[config.mk]
export PLATFORM = sky130hd
export DESIGN_NAME = pt_walker
export DESIGN_NICKNAME = d
export VERILOG_FILES = /design/src/rtl/pt_walker_pkg.sv /design/src/rtl/pt_walker_rstsync.sv /design/src/rtl/pt_walker_addr.sv /design/src/rtl/pt_walker_check.sv /design/src/rtl/pt_walker.sv
export SDC_FILE = /design/constraint.sdc
export NUM_CORES = 1
export LEC_CHECK = 0
export BUFFER_PORTS_ARGS = -buffer_cell sky130_fd_sc_hd__buf_2
export CELL_PAD_IN_SITES_DETAIL_PLACEMENT = 1
export CELL_PAD_IN_SITES_GLOBAL_PLACEMENT = 1
export CORE_ASPECT_RATIO = 1.1
export CORE_MARGIN = 1.5
export CORE_UTILIZATION = 35
export CTS_CLUSTER_DIAMETER = 80
export CTS_CLUSTER_SIZE = 24
export DETAILED_ROUTE_END_ITERATION = 12
export GPL_ROUTABILITY_DRIVEN = 0
export PLACE_DENSITY = 0.8
export SYNTH_ARGS = -nofsm -noshare
export SYNTH_HDL_FRONTEND = slang
export SYNTH_SLANG_ARGS = --single-unit
[constraint.sdc]
create_clock -name clk -period 3.6 [get_ports clk]
set_input_delay 0.54 -clock clk [delete_from_list [all_inputs] [get_ports clk]]
set_output_delay 0.54 -clock clk [all_outputs]
set_load 0.03 [all_outputs]
[src/rtl/pt_walker_pkg.sv]
package pt_walker_pkg;

  typedef enum logic [1:0] {
    FLT_NONE   = 2'd0,
    FLT_ABSENT = 2'd1,
    FLT_PROT   = 2'd2
  } flt_t;

  typedef enum logic [1:0] {
    ACC_LOAD  = 2'd0,
    ACC_STORE = 2'd1,
    ACC_FETCH = 2'd2
  } acc_t;

  typedef enum logic [2:0] {
    ST_IDLE    = 3'd0,
    ST_L1_REQ  = 3'd1,
    ST_L1_WAIT = 3'd2,
    ST_L2_REQ  = 3'd3,
    ST_L2_WAIT = 3'd4,
    ST_DONE    = 3'd5
  } walk_state_t;

  localparam int FLAG_W      = 5;
  localparam int FB_PRESENT  = 0;
  localparam int FB_READ     = 1;
  localparam int FB_WRITE    = 2;
  localparam int FB_EXEC     = 3;
  localparam int FB_KERNEL   = 4;

endpackage

[src/rtl/pt_walker_rstsync.sv]
module pt_walker_rstsync #(
  parameter int STAGES = 2
) (
  input  logic clk,
  input  logic arst_n,
  output logic srst_n
);

  logic [STAGES-1:0] sync_q;

  always_ff @(posedge clk or negedge arst_n) begin
    if (!arst_n) begin
      sync_q <= '0;
    end else begin
      sync_q <= {sync_q[STAGES-2:0], 1'b1};
    end
  end

  assign srst_n = sync_q[STAGES-1];

endmodule

[src/rtl/pt_walker_addr.sv]
module pt_walker_addr #(
  parameter int ADDR_W     = 32,
  parameter int PAGE_SHIFT = 12,
  parameter int IDX_W      = 10
) (
  input  logic                         second,
  input  logic [ADDR_W-1:0]            dir_base,
  input  logic [ADDR_W-1:0]            tbl_entry,
  input  logic [ADDR_W-PAGE_SHIFT-1:0] vpn,
  output logic [ADDR_W-1:0]            entry_addr
);

  localparam int VPN_W    = ADDR_W - PAGE_SHIFT;
  localparam int TOP_W    = VPN_W - IDX_W;
  localparam int ENTRY_SH = 2;
  localparam logic [ADDR_W-1:0] FRAME_MASK = {{VPN_W{1'b1}}, {PAGE_SHIFT{1'b0}}};

  logic [ADDR_W-1:0] tbl_base;
  logic [ADDR_W-1:0] idx_ext;

  always_comb begin
    if (second) begin
      tbl_base = tbl_entry & FRAME_MASK;
      idx_ext  = ADDR_W'(vpn[IDX_W-1:0]);
    end else begin
      tbl_base = dir_base & FRAME_MASK;
      idx_ext  = ADDR_W'(vpn[VPN_W-1:VPN_W-TOP_W]);
    end
    entry_addr = tbl_base | (idx_ext << ENTRY_SH);
  end

endmodule

[src/rtl/pt_walker_check.sv]
module pt_walker_check
  import pt_walker_pkg::*;
(
  input  logic [FLAG_W-1:0] flags,
  input  logic [1:0]        acc,
  input  logic              user,
  output flt_t              fault
);

  logic perm_ok;

  always_comb begin
    case (acc)
      ACC_STORE: perm_ok = flags[FB_WRITE];
      ACC_FETCH: perm_ok = flags[FB_EXEC];
      default:   perm_ok = flags[FB_READ];
    endcase
    if (!flags[FB_PRESENT]) begin
      fault = FLT_ABSENT;
    end else if ((user && flags[FB_KERNEL]) || !perm_ok) begin
      fault = FLT_PROT;
    end else begin
      fault = FLT_NONE;
    end
  end

endmodule

[src/rtl/pt_walker.sv]
module pt_walker
  import pt_walker_pkg::*;
#(
  parameter int ADDR_W     = 32,
  parameter int PAGE_SHIFT = 12,
  parameter int IDX_W      = 10
) (
  input  logic              clk,
  input  logic              rst_n,
  input  logic              req_valid,
  output logic              req_ready,
  input  logic [ADDR_W-1:0] req_vaddr,
  input  logic [1:0]        req_acc,
  input  logic              req_user,
  input  logic [ADDR_W-1:0] pdbr,
  output logic              mem_req_valid,
  input  logic              mem_req_ready,
  output logic [ADDR_W-1:0] mem_req_addr,
  input  logic              mem_rsp_valid,
  input  logic [ADDR_W-1:0] mem_rsp_data,
  output logic              res_valid,
  output logic [1:0]        res_fault,
  output logic [ADDR_W-1:0] res_paddr,
  output logic [ADDR_W-1:0] res_pte
);

  localparam int VPN_W = ADDR_W - PAGE_SHIFT;
  localparam logic [ADDR_W-1:0] OFF_MASK = {{VPN_W{1'b0}}, {PAGE_SHIFT{1'b1}}};

  logic        srst_n;
  walk_state_t state_q, state_d;
  logic        cap_req, cap_l1, cap_res;
  flt_t        chk_fault;
  flt_t        fault_d, fault_q;

  logic [ADDR_W-1:0] va_q, base_q, l1pte_q, pte_q;
  logic [1:0]        acc_q;
  logic              user_q;

  pt_walker_rstsync #(.STAGES(2)) u_rst (
    .clk    (clk),
    .arst_n (rst_n),
    .srst_n (srst_n)
  );

  pt_walker_addr #(
    .ADDR_W     (ADDR_W),
    .PAGE_SHIFT (PAGE_SHIFT),
    .IDX_W      (IDX_W)
  ) u_addr (
    .second     (state_q == ST_L2_REQ),
    .dir_base   (base_q),
    .tbl_entry  (l1pte_q),
    .vpn        (va_q[ADDR_W-1:PAGE_SHIFT]),
    .entry_addr (mem_req_addr)
  );

  pt_walker_check u_chk (
    .flags (mem_rsp_data[FLAG_W-1:0]),
    .acc   (acc_q),
    .user  (user_q),
    .fault (chk_fault)
  );

  // next-state process
  always_comb begin
    state_d = state_q;
    cap_req = 1'b0;
    cap_l1  = 1'b0;
    cap_res = 1'b0;
    fault_d = FLT_NONE;
    case (state_q)
      ST_IDLE: begin
        if (req_valid) begin
          cap_req = 1'b1;
          state_d = ST_L1_REQ;
        end
      end
      ST_L1_REQ: begin
        if (mem_req_ready) state_d = ST_L1_WAIT;
      end
      ST_L1_WAIT: begin
        if (mem_rsp_valid) begin
          if (chk_fault != FLT_NONE) begin
            cap_res = 1'b1;
            fault_d = chk_fault;
            state_d = ST_DONE;
          end else begin
            cap_l1  = 1'b1;
            state_d = ST_L2_REQ;
          end
        end
      end
      ST_L2_REQ: begin
        if (mem_req_ready) state_d = ST_L2_WAIT;
      end
      ST_L2_WAIT: begin
        if (mem_rsp_valid) begin
          cap_res = 1'b1;
          fault_d = chk_fault;
          state_d = ST_DONE;
        end
      end
      ST_DONE: state_d = ST_IDLE;
      default: state_d = ST_IDLE;
    endcase
  end

  // control register
  always_ff @(posedge clk or negedge srst_n) begin
    if (!srst_n) begin
      state_q <= ST_IDLE;
    end else begin
      state_q <= state_d;
    end
  end

  // datapath registers with explicit enables
  always_ff @(posedge clk) begin
    if (cap_req) begin
      va_q   <= req_vaddr;
      acc_q  <= req_acc;
      user_q <= req_user;
      base_q <= pdbr;
    end
    if (cap_l1) begin
      l1pte_q <= mem_rsp_data;
    end
    if (cap_res) begin
      pte_q   <= mem_rsp_data;
      fault_q <= fault_d;
    end
  end

  assign req_ready     = (state_q == ST_IDLE);
  assign mem_req_valid = (state_q == ST_L1_REQ) || (state_q == ST_L2_REQ);
  assign res_valid     = (state_q == ST_DONE);
  assign res_fault     = fault_q;
  assign res_pte       = pte_q;
  assign res_paddr     = (fault_q == FLT_NONE) ?
                         ((pte_q & ~OFF_MASK) | (va_q & OFF_MASK)) : '0;

endmodule

==> results.yml <==
cts:
  cts-hold-fix-buffers: 1
  numCtsBuffers: 17
  cts_setup_buffers: 0
  clk_latency_ns: 0.40
  cts_resized: 0
  clk_path_buf_depth: 2
  clk_pin_slew_ns: 0.05
  htree_levels: 4
  cts_tree: "yes"
  cts_root_buffer: "clkbuf_16"
  cts_sinks: 114
logic_synthesis:
  synth_ff_type: "edfxtp_1"
  synth_area_um2: 4400
  async_flop_share: 0.0439
  synth_edf_count: 109
  ys_types: 30
  synthCells: 224
  yosys_register_bits: 114
  syn_area_per_cell_um2: 19.7
  synth_seq_area_share: 0.772
  yosysWarnings: 0
cells_and_area:
  nNetsFinal: 537
  antenna_cells: 0
  final_common_cell: "buf_2"
  flow.area_growth_from_synthesis_pct: 39.9
  final_cell_mix: "buf_2 (190), edfxtp_1 (109), and2_1 (33)"
  drive_above_1_share: 0.588
placed_design:
  dp_hpwl_mm: 7.41
  port_buffers: 190
  place_ws_ns: 1.15
floorplan:
  floorplan.core_area_um2: 12100
  die_y_um: 121
  dieArea_um2: 13300
  pin_count: 205
  rows: 42
  die_x_um: 110
  start_util: 0.363
global_routing:
  grt_pass1_wl_mm: 15.1
  overflow: 0
  grt_use_total: 0.160
  grt_antenna_before_repair: 0
  grt_pass1_vias: 2912
  grt_max_degree: 32
critical_path:
  worst-setup-path-type: "reg2out"
  timing.reg2reg.setup_slack_ns: 1.17
  crit_arrival_ns: 1.99
  worst_setup_path_start_kind: "register"
  endpoint_kind: "output port"
  max_stage_delay_ns: 0.49
  crit_chain: "nor2_2 > buf_4 > and2_1 > buf_2"
  crit_slowest_cell: "nor2_2"
  critPathMaxFanout: 20
  cp.required_ns: 3.06
detailed_routing:
  drtIter0Drc: 64
  vias: 2639
  drcViolationCount: 0
  routed.top_layer: "met4"
  first_pass_iters: 4
  wl_per_cell_um: 17.3
  ant_nets: 0
  wl_mm: 10.3
  wl_met3_um: 863
  viasPerCell: 4.41
  wl_met2_mm: 5.45
  m1WireLength_mm: 3.85
timing:
  clock_skew_ns: 0.00636
  fmax_ghz: 0.395
  whs_ns: 0.0424
  tightest_slew_ns: 0.569
  fin_setup_tns_ns: 0
  report.final.slew_viol_count: 0
  finalSetupViolCount: 0
  rsz0062_at_grt: "no"
  finalCritPeriodShare: 0.703
  finalHoldViolCount: 0
  setup_ws_ns: 1.07
  slew_headroom: 0.620
  fin_crit_ns: 2.53
run:
  maxCapViolations: 0
worst_hold_path:
  hold_path_class: "reg2async"
pwr:
  power.leakage_nw: 2.70
  powerDensity_nw_per_um2: 809
  ir_drop_mv: 0.332
status:
  status: "completed"
[final timing paths]
path                            startpoint         endpoint  cells past startpoint
max                           res_fault[1]    res_paddr[11]                      4
min                        u_rst.sync_q[1]       state_q[0]                      0
max reg2reg                       acc_q[1]      l1pte_q[25]                      6
min reg2reg                u_rst.sync_q[1]       state_q[0]                      0
max in group asynchronous            rst_n  u_rst.sync_q[1]                      2
min in group clk                  pdbr[21]       base_q[21]                      1
[kinds of logic (layout without fill, tap and decap cells)]
| family | Yosys count | after routing | share of synthesized area |
|---|---|---|---|
| mux | 31 | 31 | 0.104 |
| buf+inv | 15 | 234 | 0.0273 |
| flops | 114 | 114 | 0.772 |
| fa+ha+maj | 2 | 2 | 0.00568 |
| simple gates | 50 | 50 | 0.0711 |
| compound gates | 10 | 10 | 0.0185 |
| other cells | 2 | 3 | 0.00171 |
[layout make-up]
type | instances | area [um2]
timing repair buffer | 196 | 998
fill | 1254 | 5980
sequential | 114 | 3400
clock inverter | 11 | 183
inverter | 6 | 22.5
multi-input combinational | 96 | 902
clock buffer | 21 | 460
tap | 154 | 193
[critical path, delay by kind of cell (launching register included)]
| family | cells | cell delay (ns) |
|---|---|---|
| buffers and inverters | 2 | 0.52 |
| and+or+nand+nor | 2 | 0.65 |
| DFF | 1 | 0.41 |
[per-layer routing]
layer  vias up  global-route usage
met5         -                   0
met4         0              0.0739
met3        19              0.0647
met2       118               0.280
met1      1254               0.165
li1       1248                   -
[Yosys cell counts, drive strengths merged (3+ instances only)]
cell	n	area [um2]
inv	6	22.5
clkbuf	3	11.3
dfrtp	5	125
mux2	30	447
nor2	7	26.3
buf	6	86.3
and2	34	213
edfxtp	109	3270
nor2b	3	18.8
[sequential cells by signal, indices dropped and copies added, names as in the netlist]
name	flops
base_q	20
u_rst.sync_q	2
l1pte_q	20
user_q	1
state_q	3
res_fault	2
res_pte	32
acc_q	2
va_q	32
[power by group]
group / internal, mW / leakage (nW) / switching, mW
Clock: 1.26 / 0.317 / 0.554
Sequential: 1.75 / 1.06 / 0.0959
Combinational: 0.448 / 1.32 / 0.878
Total: 3.45 / 2.70 / 1.53
[stage by stage]
| stage | area, um2 | power [mW] | instances | utilization |
|---|---|---|---|---|
| after floorplan | 4410 | 2.84 | 225 | - |
| after global placement | 5500 | 3.16 | 565 | 0.453 |
| after detailed placement | 5500 | 3.21 | 565 | 0.453 |
| after CTS | 6160 | 5.05 | 598 | 0.507 |
| after global routing | 6160 | 5.18 | 598 | 0.507 |
| final | 6160 | 4.98 | 598 | 0.507 |
Power figures use the tool's default switching activity.
